--- src/rtl/dma_reqmask_pkg.sv ---
package dma_reqmask_pkg;

    typedef enum logic [1:0] {
        OP_NONE    = 2'b00,
        OP_MASK1   = 2'b01,
        OP_MASKALL = 2'b10,
        OP_SWREQ   = 2'b11
    } cmd_op_t;

    typedef enum logic [1:0] {
        SW_IDLE = 2'b00,
        SW_HELD = 2'b01,
        SW_LIVE = 2'b10
    } sw_state_t;

endpackage

--- src/rtl/dma_cmd_decode.sv ---
module dma_cmd_decode
    import dma_reqmask_pkg::*;
#(
    parameter int NCH = 4,
    localparam int CW = $clog2(NCH)
) (
    input  logic [1:0]     cmd_op,
    input  logic [NCH-1:0] cmd_data,
    output logic [NCH-1:0] mask_set,
    output logic [NCH-1:0] mask_clr,
    output logic           mask_load_en,
    output logic [NCH-1:0] mask_load_val,
    output logic [NCH-1:0] sw_set,
    output logic [NCH-1:0] sw_clr
);

    cmd_op_t        op;
    logic [CW-1:0]  sel;
    logic           val;

    assign op            = cmd_op_t'(cmd_op);
    assign sel           = cmd_data[CW-1:0];
    assign val           = cmd_data[CW];
    assign mask_load_en  = (op == OP_MASKALL);
    assign mask_load_val = cmd_data;

    for (genvar g = 0; g < NCH; g++) begin : g_ch
        logic hit;
        assign hit         = (sel == CW'(g));
        assign mask_set[g] = (op == OP_MASK1) && hit && val;
        assign mask_clr[g] = (op == OP_MASK1) && hit && !val;
        assign sw_set[g]   = (op == OP_SWREQ) && hit && val;
        assign sw_clr[g]   = (op == OP_SWREQ) && hit && !val;
    end

    // Single-channel commands reach at most one channel per cycle
    always_comb begin
        assert ($onehot0(mask_set | mask_clr | sw_set | sw_clr))
            else $error("p_one_target_r2 violated");
    end

endmodule

--- src/rtl/dma_chan_slot.sv ---
module dma_chan_slot
    import dma_reqmask_pkg::*;
(
    input  logic clk,
    input  logic rst_n,
    input  logic hw_req,
    input  logic mask_set,
    input  logic mask_clr,
    input  logic mask_load_en,
    input  logic mask_load_val,
    input  logic sw_set,
    input  logic sw_clr,
    input  logic tc_hit,
    input  logic status_rd,
    output logic mask_q,
    output logic req_out,
    output logic tc_flag
);

    sw_state_t state_q, state_d;
    logic      mask_d;
    logic      tc_d;

    // Mask next value: bulk load and single-channel writes never coincide
    always_comb begin
        mask_d = mask_q;
        if (mask_load_en)  mask_d = mask_load_val;
        else if (mask_set) mask_d = 1'b1;
        else if (mask_clr) mask_d = 1'b0;
    end

    // Software request state machine: next-state logic
    always_comb begin
        state_d = state_q;
        unique case (state_q)
            SW_IDLE: begin
                if (sw_set) state_d = mask_d ? SW_HELD : SW_LIVE;
            end
            SW_HELD, SW_LIVE: begin
                if (sw_set)                 state_d = mask_d ? SW_HELD : SW_LIVE;
                else if (sw_clr || tc_hit)  state_d = SW_IDLE;
                else                        state_d = mask_d ? SW_HELD : SW_LIVE;
            end
            default: state_d = SW_IDLE;
        endcase
    end

    assign tc_d = tc_hit || (tc_flag && !status_rd);

    // State register
    always_ff @(posedge clk or negedge rst_n) begin
        if (!rst_n) begin
            state_q <= SW_IDLE;
            mask_q  <= 1'b1;
            tc_flag <= 1'b0;
        end else begin
            state_q <= state_d;
            mask_q  <= mask_d;
            tc_flag <= tc_d;
        end
    end

    // Outputs
    always_comb begin
        req_out = hw_req && !mask_q;
        unique case (state_q)
            SW_LIVE: req_out = 1'b1;
            SW_IDLE, SW_HELD: ;
            default: ;
        endcase
    end

    p_live_unmasked_r6: assert property (@(posedge clk) disable iff (!rst_n)
        (state_q == SW_LIVE) |-> !mask_q);

    p_held_to_live_r6: assert property (@(posedge clk) disable iff (!rst_n)
        (state_q == SW_HELD && mask_clr && !sw_clr && !tc_hit) |=> (state_q == SW_LIVE));

    p_single_set_r2: assert property (@(posedge clk) disable iff (!rst_n)
        mask_set |=> mask_q);

    p_single_clr_r2: assert property (@(posedge clk) disable iff (!rst_n)
        mask_clr |=> !mask_q);

    p_tc_sticky_r8: assert property (@(posedge clk) disable iff (!rst_n)
        tc_hit |=> tc_flag);

    p_rd_clears_r9: assert property (@(posedge clk) disable iff (!rst_n)
        (status_rd && !tc_hit) |=> !tc_flag);

    p_tc_drops_sw_r7: assert property (@(posedge clk) disable iff (!rst_n)
        (tc_hit && !sw_set) |=> (state_q == SW_IDLE));

endmodule

--- src/rtl/dma_reqmask.sv ---
module dma_reqmask
    import dma_reqmask_pkg::*;
#(
    parameter int NCH = 4,
    localparam int SW = 2 * NCH
) (
    input  logic           clk,
    input  logic           rst_n,
    input  logic [NCH-1:0] hw_req,
    input  logic [1:0]     cmd_op,
    input  logic [NCH-1:0] cmd_data,
    input  logic [NCH-1:0] tc_hit,
    input  logic           status_rd,
    output logic [NCH-1:0] req_vec,
    output logic [NCH-1:0] mask_o,
    output logic [SW-1:0]  status_o
);

    logic [NCH-1:0] mask_set, mask_clr, mask_load_val, sw_set, sw_clr;
    logic [NCH-1:0] tc_flags;
    logic           mask_load_en;

    dma_cmd_decode #(.NCH(NCH)) u_dec (
        .cmd_op        (cmd_op),
        .cmd_data      (cmd_data),
        .mask_set      (mask_set),
        .mask_clr      (mask_clr),
        .mask_load_en  (mask_load_en),
        .mask_load_val (mask_load_val),
        .sw_set        (sw_set),
        .sw_clr        (sw_clr)
    );

    for (genvar g = 0; g < NCH; g++) begin : g_slot
        dma_chan_slot u_slot (
            .clk           (clk),
            .rst_n         (rst_n),
            .hw_req        (hw_req[g]),
            .mask_set      (mask_set[g]),
            .mask_clr      (mask_clr[g]),
            .mask_load_en  (mask_load_en),
            .mask_load_val (mask_load_val[g]),
            .sw_set        (sw_set[g]),
            .sw_clr        (sw_clr[g]),
            .tc_hit        (tc_hit[g]),
            .status_rd     (status_rd),
            .mask_q        (mask_o[g]),
            .req_out       (req_vec[g]),
            .tc_flag       (tc_flags[g])
        );
    end

    assign status_o = {hw_req, tc_flags};

    p_no_masked_req_r4: assert property (@(posedge clk) disable iff (!rst_n)
        (req_vec & mask_o) == '0);

    p_bulk_load_r3: assert property (@(posedge clk) disable iff (!rst_n)
        (cmd_op == OP_MASKALL) |=> (mask_o == $past(cmd_data)));

    p_tc_flag_held_r8: assert property (@(posedge clk) disable iff (!rst_n)
        (!status_rd && tc_flags != '0) |=> ((tc_flags & $past(tc_flags)) == $past(tc_flags)));

endmodule

--- config.mk ---
export PLATFORM = sky130hd
export DESIGN_NAME = dma_reqmask
export DESIGN_NICKNAME = d
export VERILOG_FILES = /design/src/rtl/dma_reqmask_pkg.sv /design/src/rtl/dma_cmd_decode.sv /design/src/rtl/dma_chan_slot.sv /design/src/rtl/dma_reqmask.sv
export SDC_FILE = /design/constraint.sdc
export NUM_CORES = 1
export LEC_CHECK = 0
export ABC_AREA = 1
export CORE_MARGIN = 2
export CORE_UTILIZATION = 48
export CTS_CLUSTER_SIZE = 24
export DETAILED_ROUTE_END_ITERATION = 8
export GPL_TIMING_DRIVEN = 0
export PLACE_DENSITY = 0.79
export RECOVER_POWER = 25
export SLEW_MARGIN = 10
export SYNTH_ARGS = -nofsm -noshare
export SYNTH_HDL_FRONTEND = slang
export SYNTH_SLANG_ARGS = --single-unit
--- constraint.sdc ---
create_clock -name clk -period 1.6 [get_ports clk]
set_input_delay 0.24 -clock clk [delete_from_list [all_inputs] [get_ports clk]]
set_output_delay 0.24 -clock clk [all_outputs]
set_load 0.02 [all_outputs]
==> metrics.md <==
| Metric | Value |
|---|---|
| Cell area after layout | `1710 um^2` |
| R2r worst-path depth | `8` |
| CP Data Required Time | `approximately 1.4 ns` |
| Nets@finish | `between 200 and 300` |
| Critical path buffers and inverters | `3` |
| CP endpoint kind | `primary output` |
| Crit Path Max Fanout | `2` |
| Fillers | `220` |
| Most frequent cells in the layout | `nand2_1 (58), inv_1 (31), buf_4 (25)` |
| Synth cell types | `17` |
| Flop2flop setup slack | `0.26 ns` |
| Setup CP Type | `flip-flop to primary output` |
| Mapped Area | `about 1300 um^2` |
| R2R Path End | `g_slot[3].u_slot.state_q[0]` |
| CTS H-tree lvls | `1` |
| CTS Buf Count | `3` |
| Post-placement cell area | `around 1600 um^2` |
| Clk_lat worst skew | `0.29 ns` |
| Port buffer count | `32` |
| Startpoint type of the worst setup path | `flip-flop` |
| N_diodes | `0` |
| RePlAce Congestion | `approximately 0.86` |
| Slowest CP cell | `dfrtp_1` |
| Synth warnings | `0` |
| WP depth | `5` |
| PwrDens | `around 1200 nW/um^2` |
| Die ar. | `3060 um^2` |
| Seq cells post-synth | `16` |
| Sum of negative setup slack | `0 ns` |
| Most common cell after layout, fill and taps aside | `nand2_1` |
| Average vias per placed instance | `4.75` |
| Final slew viol count | `0` |
| Finish-stage setup viols | `0` |
| Clk buf depth | `2` |
| DP Wirelength | `2.05 mm` |
| Final ANT Viol Nets | `0` |
| Status | `finished clean` |
| Critical-path cell list | `inv_2 > ha_1 > a21o_1 > buf_4 > buf_4` |
| Post-synthesis cell count | `around 180` |
| Tmin final | `1.55 ns` |
| FMAX | `646 MHz` |
| Worst r2r src | `g_slot[3].u_slot.state_q[1]` |
| Layout area overhead | `35.8%` |
| Via count | `1210` |
| Fin. Hold Viols | `0` |
| Hold Path Class | `input pin to asynchronous set/reset pin` |
| 1st-pass router iterations | `4` |
| Die W | `about 55 um` |
| Final Power | `2.00 mW` |
| Sequential share of the synthesized area | `between 30 and 40%` |
| Relative max-transition margin | `50.7%` |
| EDFF count, synth | `0` |
| Grt total ovfl | `0` |
| WP data arrival | `between 1 and 1.5 ns` |
| Worst-Margin Slew | `0.737 ns` |
| Total clock sinks | `16` |
| Top_reg_cell synth | `dfrtp_1` |
| CP delay by family, top | `flip-flops` |
| Worst Clk Skew | `0.00153 ns` |
| Core Util, Final | `approximately 70%` |
| Residual DRC | `0` |
| Critical path's largest stage delay | `0.38 ns` |
| First-pass GRT wire length | `about 4.6 mm` |
| Avg WL per Cell | `10.2 um` |
| Initial antenna violation count | `0` |
| Ys async rst share | `100%` |
| Drt initial violations | `19` |
| Max rail drop VDD | `0.921 mV` |
| All-Layer GR Usage | `a little under a fifth` |
| P_leak | `approximately 1.0 nW` |
| Core area | `2480 um^2` |
| Final Cycle Share | `96.8%` |
| Share of post-route cells with drive strength above 1 | `between 20% and 30%` |
| Mapped Nets | `210` |
| Synth Area per Inst | `around 7.0 um^2` |
| Vias in the first global route | `1172` |
| Die height | `55.3 um` |
| Io pins | `33` |
| Pin count of the biggest net entering global routing | `17` |
| Initial Util | `51.0%` |
| Root Buffer | `clkbuf_4` |
| Total routed wirelength | `2.60 mm` |
| Row cnt | `18` |
| Most frequent CP cell | `buf_4` |
| Max-Cap Viols | `0` |
| CTS tree | `yes` |
| Clock-pin slew of the registers on the worst-case setup and hold paths | `0.10 ns` |
## cell type report
cell class              instances  area [um^2]  share of cell area (%)
multi-input cells             111          597                    34.8
flip-flops and latches         16          405                    23.6
repair buffers                 40          375                    21.9
inverters                      38          143                    8.32
plain buffers                  16          120                    7.01
well taps                      30         37.5                    2.19
clock buffers                   4         36.3                    2.12
## metal layers
layer | part of all wire (%) | vias up | global-route usage [%]
li1 | - | 618 | -
met1 | 42 | 563 | 21.0
met2 | 53 | 25 | 33.2
met3 | 4.3 | 4 | 3.75
met4 | 1.2 | 0 | 6.27
met5 | 0 | - | 0
## state kept, by name, indices dropped and copies added (netlist names)
name                   cells
g_slot.u_slot.mask_q       4
g_slot.u_slot.state_q      8
g_slot.u_slot.tc_flag      4
## power breakdown
part | internal (mW) | switching (mW) | leakage (nW)
logic | 0.536 | 0.593 | 0.818
registers | 0.520 | 0.0675 | 0.188
clock network | 0.139 | 0.140 | 0.0210
total | 1.19 | 0.801 | 1.03
## stage by stage
step,cells,hold WS (ns),worst slack (ns)
after floorplan,181,-0.0556,0.495
after global placement,243,0.491,-0.196
after detailed placement,243,0.502,-0.222
after CTS,253,0.393,0.000290
after global routing,255,0.488,-0.00531
final,255,0.441,0.0516
## Yosys cell counts (3+ instances only)
cell type / number / area, um^2
a21o_1: 3 / 22.5
buf_4: 16 / 120
dfrtp_1: 12 / 300
dfstp_2: 4 / 105
ha_1: 12 / 150
inv_1: 34 / 128
inv_2: 4 / 15.0
nand2_1: 58 / 218
nand3_1: 19 / 95.1
nor2_1: 4 / 15.0
nor2_2: 5 / 31.3
o21ai_0: 5 / 25.0
## how the worst max path moves through the flow
stage / startpoint / endpoint
floorplan: g_slot[0].u_slot.state_q[0] / req_vec[0]
detailed placement: hw_req[2] / req_vec[2]
CTS: g_slot[2].u_slot.tc_flag / status_o[2]
global route: g_slot[1].u_slot.state_q[0] / req_vec[1]
finish: g_slot[0].u_slot.state_q[0] / req_vec[0]
global placement: hw_req[2] / req_vec[2]
## timing repair
action                                  4_1_cts  5_1_grt
setup buffers                                 6        2
gates resized for setup                      22       12
hold buffers                                  0        0
endpoints found under the setup margin       12        8
## cells by family (layout without fill, tap and decap cells)
family	Yosys count	after routing	synth area share [%]
and+or+nand+nor	89	89	30.4
buffers and inverters	54	98	20.8
DFF	16	16	32.1
adders and majority gates	12	12	11.9
AOI/OAI and AO/OA	10	10	4.76
Power figures use the tool's default switching activity.
